<file path="src/rtl/cxd_seq_pkg.sv">
package cxd_seq_pkg;

   // width of one context label handed to the arithmetic coder
   localparam int CXD_CTX_W = 5;

   typedef struct packed {
      logic [CXD_CTX_W-1:0] ctx;
      logic                 dec;
   } cxd_pair_t;

   // how the lowest pending slot is located
   typedef enum logic [0:0] {
      PICK_CHAIN = 1'b0,   // ripple of "seen below" terms, one OR per slot
      PICK_ARITH = 1'b1    // two's-complement isolate of the lowest set bit
   } pick_style_e;

endpackage

</file>
<file path="src/rtl/cxd_slot_buf.sv">
module cxd_slot_buf
   import cxd_seq_pkg::*;
#(
   parameter int NSLOT = 10
) (
   input  logic                  clk,
   input  logic                  rst_n,
   input  logic                  load,
   input  logic [NSLOT-1:0]      load_mask,
   input  cxd_pair_t [NSLOT-1:0] load_pairs,
   input  logic                  load_eob,
   input  logic                  drop,
   input  logic [NSLOT-1:0]      drop_sel,
   output logic [NSLOT-1:0]      pend,
   output cxd_pair_t [NSLOT-1:0] pairs,
   output logic                  eob
);

   always_ff @(posedge clk) begin
      if (!rst_n) begin
         pend <= '0;
         eob  <= 1'b0;
      end else if (load) begin
         pend <= load_mask;
         eob  <= load_eob;
      end else if (drop) begin
         pend <= pend & ~drop_sel;
      end
   end

   for (genvar s = 0; s < NSLOT; s++) begin : g_slot
      always_ff @(posedge clk) begin
         if (!rst_n) begin
            pairs[s] <= '0;
         end else if (load) begin
            pairs[s] <= load_pairs[s];
         end
      end
   end


   pend_shrink_chk: assert property (@(posedge clk) disable iff (!rst_n)
      !load |=> ((pend & ~$past(pend)) == '0));


   drop_hits_pend_chk: assert property (@(posedge clk) disable iff (!rst_n)
      drop |-> ((drop_sel & pend) != '0));

endmodule

</file>
<file path="src/rtl/cxd_pick.sv">
module cxd_pick
   import cxd_seq_pkg::*;
#(
   parameter int          NSLOT = 10,
   parameter pick_style_e STYLE = PICK_CHAIN,
   localparam int         IDX_W = $clog2(NSLOT)
) (
   input  logic             clk,
   input  logic             rst_n,
   input  logic [NSLOT-1:0] req,
   output logic [NSLOT-1:0] gnt,
   output logic [IDX_W-1:0] idx,
   output logic             any,
   output logic             final_one
);

   if (STYLE == PICK_CHAIN) begin : g_chain
      logic [NSLOT-1:0] seen;
      assign seen[0] = 1'b0;
      for (genvar i = 1; i < NSLOT; i++) begin : g_seen
         assign seen[i] = seen[i-1] | req[i-1];
      end
      assign gnt = req & ~seen;
   end else begin : g_arith
      localparam logic [NSLOT-1:0] ONE = {{(NSLOT-1){1'b0}}, 1'b1};
      assign gnt = req & (~req + ONE);
   end

   always_comb begin
      idx = '0;
      for (int i = 0; i < NSLOT; i++) begin
         if (gnt[i]) idx = idx | IDX_W'(i);
      end
   end

   assign any       = |req;
   assign final_one = any && ((req & ~gnt) == '0);


   gnt_single_chk: assert property (@(posedge clk) disable iff (!rst_n)
      $onehot0(gnt) && ((gnt & ~req) == '0));


   gnt_present_chk: assert property (@(posedge clk) disable iff (!rst_n)
      (req != '0) |-> (gnt != '0));

endmodule

</file>
<file path="src/rtl/cxd_sequencer.sv">
module cxd_sequencer
   import cxd_seq_pkg::*;
#(
   parameter int          NSLOT = 10,
   parameter pick_style_e PICK  = PICK_CHAIN,
   localparam int         CTX_W = CXD_CTX_W,
   localparam int         IDX_W = $clog2(NSLOT)
) (
   input  logic                   clk,
   input  logic                   rst_n,
   input  logic                   col_valid,
   output logic                   col_ready,
   input  logic [NSLOT-1:0]       col_slot_vld,
   input  logic [NSLOT*CTX_W-1:0] col_ctx,
   input  logic [NSLOT-1:0]       col_dec,
   input  logic                   col_eob,
   output logic                   pair_valid,
   input  logic                   pair_ready,
   output logic [CTX_W-1:0]       pair_ctx,
   output logic                   pair_dec,
   output logic                   pair_eob
);

   if (NSLOT < 2 || NSLOT > 32) begin : g_bad_nslot
      $error("cxd_sequencer: NSLOT must lie in 2..32");
   end

   cxd_pair_t [NSLOT-1:0] in_pairs;
   cxd_pair_t [NSLOT-1:0] buf_pairs;
   logic [NSLOT-1:0]      pend;
   logic [NSLOT-1:0]      gnt;
   logic [IDX_W-1:0]      sel_idx;
   logic                  buf_eob;
   logic                  have_pair;
   logic                  on_final;
   logic                  take_col;
   logic                  take_pair;
   cxd_pair_t             sel_pair;

   for (genvar s = 0; s < NSLOT; s++) begin : g_unpack
      assign in_pairs[s].ctx = col_ctx[s*CTX_W +: CTX_W];
      assign in_pairs[s].dec = col_dec[s];
   end

   assign col_ready = (pend == '0);
   assign take_col  = col_valid && col_ready;
   assign take_pair = pair_valid && pair_ready;

   cxd_slot_buf #(.NSLOT(NSLOT)) i_buf (
      .clk        (clk),
      .rst_n      (rst_n),
      .load       (take_col),
      .load_mask  (col_slot_vld),
      .load_pairs (in_pairs),
      .load_eob   (col_eob),
      .drop       (take_pair),
      .drop_sel   (gnt),
      .pend       (pend),
      .pairs      (buf_pairs),
      .eob        (buf_eob)
   );

   cxd_pick #(.NSLOT(NSLOT), .STYLE(PICK)) i_pick (
      .clk       (clk),
      .rst_n     (rst_n),
      .req       (pend),
      .gnt       (gnt),
      .idx       (sel_idx),
      .any       (have_pair),
      .final_one (on_final)
   );

   assign sel_pair   = buf_pairs[sel_idx];
   assign pair_valid = have_pair;
   assign pair_ctx   = sel_pair.ctx;
   assign pair_dec   = sel_pair.dec;
   assign pair_eob   = buf_eob && on_final;


   out_hold_chk: assert property (@(posedge clk) disable iff (!rst_n)
      pair_valid && !pair_ready |=> pair_valid && $stable(pair_ctx)
                                    && $stable(pair_dec) && $stable(pair_eob));


   busy_block_chk: assert property (@(posedge clk) disable iff (!rst_n)
      pair_valid |-> !col_ready);


   first_pair_chk: assert property (@(posedge clk) disable iff (!rst_n)
      take_col && (col_slot_vld != '0) |=> pair_valid);


   empty_burst_chk: assert property (@(posedge clk) disable iff (!rst_n)
      take_col && (col_slot_vld == '0) |=> col_ready && !pair_valid);


   eob_last_chk: assert property (@(posedge clk) disable iff (!rst_n)
      pair_eob |-> pair_valid && ($countones(pend) == 1));

endmodule

</file>
<file path="config.mk">
export PLATFORM = sky130hd
export DESIGN_NAME = cxd_sequencer
export DESIGN_NICKNAME = d
export VERILOG_FILES = /design/src/rtl/cxd_seq_pkg.sv /design/src/rtl/cxd_slot_buf.sv /design/src/rtl/cxd_pick.sv /design/src/rtl/cxd_sequencer.sv
export SDC_FILE = /design/constraint.sdc
export NUM_CORES = 1
export LEC_CHECK = 0
export ABC_AREA = 0
export BUFFER_PORTS_ARGS = -buffer_cell sky130_fd_sc_hd__clkbuf_2
export CORE_MARGIN = 4
export CORE_UTILIZATION = 50
export CTS_BUF_LIST = sky130_fd_sc_hd__clkbuf_8
export DETAILED_ROUTE_END_ITERATION = 10
export PLACE_DENSITY = 0.75
export SLEW_MARGIN = 10
export SYNTH_ARGS = -nofsm -noshare
export SYNTH_HDL_FRONTEND = slang
export SYNTH_SLANG_ARGS = --single-unit
</file>
<file path="constraint.sdc">
create_clock -name clk -period 2.1 [get_ports clk]
set_clock_uncertainty 0.2 [all_clocks]
set_input_delay 0.21 -clock clk [delete_from_list [all_inputs] [get_ports clk]]
set_output_delay 0.21 -clock clk [all_outputs]
set_load 0.005 [all_outputs]
</file>
==> out/results.tsv <==
metric	value	unit
IO buf count	83	
sequential element share of the synthesized area	41.0	%
Top FF cell, synth	dfxtp_1	
Starting Density	51.4	%
Max Fclk	0.336	GHz
Inserted Clock Buffers	9	
Post-Syn Nets	541	
Worst-Skew Late Latency	0.38	ns
setup ws final	-0.878	ns
final-stage net count	743	
CP endpoint kind	output port	
Worst Path Max Fanout	6	
kind of critical path	reg -> out	
minimum clock period	2.98	ns
Slowest-stage cell, CP	dfxtp_2	
commonest cells in the netlist	147 x nand2_1, 71 x dfxtp_1, 65 x a21boi_0, 54 x nand3_1, 27 x o21ai_0	
count leader, synth	nand2_1	
# DRC	10	
failing checks	DRC, setup timing	
Req. time, crit path	1.69	ns
pin count of the biggest net entering global routing	62	
EDFF count, synth	0	
WHS Path Cells	4	
drt via density	6.67	
outcome	complete, but fails checks	
H-tree levels	3	
Top delay family on crit path	compound AO/OA/AOI/OAI gates	
worst hold path class	in -> reg	
first-pass detailed-route iteration total	11	
Clock Path Buffers	2	
die area	0.00834	mm²
IO Count	84	
Cells after Synth	466	
final core occ	93.3	%
vias in the first global route	4392	
Slew HR	58.8	%
setup TNS	-21.64	ns
Synth warnings	0	
fin cells	751	
R2R cell count	10	
CORE AREA	0.00676	mm²
placed insts	636	
# clock sinks	71	
hold_ws	0.118	ns
synthesized area	0.00347	mm²
Syn Area/Cell	7.45	µm²
P&R area growth vs syn	81.8	%
min-delay src	col_valid	
drt wl/cell	26.0	µm
CP max stage delay	0.39	ns
Final Hold Vio Count	0	
#FFs+latches synth	71	
RD Place Congestion	0.913	
share of synthesized registers carrying an async set or reset	0	%
DRT Wirelength	19.5	mm
Synth cell types	34	
period utilization	142	%
Vias	5007	
layout cells sized above 1	44.3	%
Crit Reg-Reg Startpoint	i_buf.pend[2]	
RSZ-0062 raised after global routing	true	
RR Endpoint	i_buf.pairs[45]	
Cell Rows	30	
WP buf/inv	2	
Min-Delay Endpoint	i_buf.pend[9]	
first-pass GRT wire length	20.7	mm
Worst-Margin Slew	0.618	ns
GRT Overall Usage	31.6	%
Max Cap Violations	0	
initial antenna violation count	0	
Yosys top cell area share	41.0	%
Die W	91.3	µm
Filler cells	190	
Worst-path clk slew	0.08	ns
remaining antenna violation count	0	
DRT iter0 DRCs	756	
Synth area leaders	dfxtp_1 41%, nand2_1 16%, a21boi_0 14%	
# setup viols final	79	
flop-to-flop setup slack	-0.33	ns
global route total overflow	0	
WP data arrival	2.57	ns
Final Max Tran Viols	0	
clock root buffer	clkbuf_8	
crit-path cells	nor4_4, nand2_2, o32ai_4, buf_4, nand3_1, a21oi_1, a311oi_2, buf_2	
clock tree from TritonCTS	done	
HPWL Detailed	6.81	mm
diode count	0	
Startpoint Class	flip-flop	
dominant cell type by area after synthesis	dfxtp_1	
die height	91.3	µm
metal layers:
layer / vias up / track usage [%] / share of wire (%)
met5: - / 0 / 0
met4: 0 / 17.1 / 11
met3: 221 / 9.03 / 14
met2: 517 / 56.1 / 44
met1: 2257 / 33.7 / 31
li1: 2012 / - / -
state kept, by name (all words and copies together) (netlist names):
name	flops
i_buf.pairs	60
i_buf.pend	10
i_buf.eob	1
layout make-up:
class                      instances  area, µm²  area share (%)
inverter                           5       23.8           0.377
timing repair buffer             226       2060            32.7
multi-input combinational        355       2530            40.2
clock inverter                     3       12.5           0.198
sequential                        71       1430            22.6
tap                               80        100            1.59
clock buffer                      11        151            2.40
worst register-to-register path: cells and delay by family (launching register included):
kind                   cells  cell delay, ns
AOI/OAI and AO/OA          1            0.18
and+or+nand+nor            4            0.67
DFF                        1            0.39
buffers and inverters      5            0.92
cells in the final DEF (no fill, tap or decap), types with 3 or more instances in the layout:
cell,Yosys,routed
nand2_1,147,89
clkbuf_2,0,75
dlygate4sd3_1,0,71
dfxtp_1,71,68
nand3_1,54,45
nand2_4,0,45
a21boi_2,0,36
buf_4,1,36
a21boi_1,0,28
o21ai_0,27,23
nand2_2,1,14
buf_6,2,14
a21oi_1,17,11
clkbuf_8,0,11
nand3_2,0,9
nor2_1,11,8
clkbuf_16,0,8
buf_2,9,7
buf_12,0,7
inv_1,5,6
a311oi_2,0,6
a21oi_2,0,5
o21ai_1,0,4
o211ai_1,4,4
buf_16,0,4
buf_8,0,4
dfxtp_2,0,3
worst max path at each step:
stage,start,endpoint,cells past startpoint
after floorplan,i_buf.pend[2],pair_ctx[2],9
after global placement,i_buf.pend[2],pair_ctx[0],8
after detailed placement,i_buf.pend[2],pair_ctx[0],8
after CTS,i_buf.pend[3],pair_ctx[1],8
after global routing,i_buf.pend[5],pair_ctx[3],8
final,i_buf.pend[2],pair_ctx[1],8
stage by stage:
stage / worst slack (ns) / instance area [µm²]
2_1_floorplan: -0.148 / 3510
3_3_place_gp: -0.215 / 4240
3_5_place_dp: -0.287 / 4240
4_1_cts: -0.575 / 5390
5_1_grt: -0.908 / 6310
6_report: -0.878 / 6310
cell families (layout without fill, tap and decap cells):
family | count (synthesis) | count (layout) | synth area share (%)
and+or+nand+nor | 223 | 223 | 27.3
AOI/OAI and AO/OA | 131 | 131 | 26.3
DFF | 71 | 71 | 41.0
buffers and inverters | 40 | 245 | 5.19
xor gates and xnor gates | 1 | 1 | 0.252
timing repair:
item,CTS,global route
hold buffers,71,0
endpoints found under the hold margin,71,0
endpoints found under the setup margin,17,79
buffers inserted,8,11
gates resized for setup,55,220
gates cloned,5,9
pin swaps,5,111
Power is left out: the tool's default activity adds up to more than one toggle a clock period on the data nets, which glitch-free logic cannot reach.
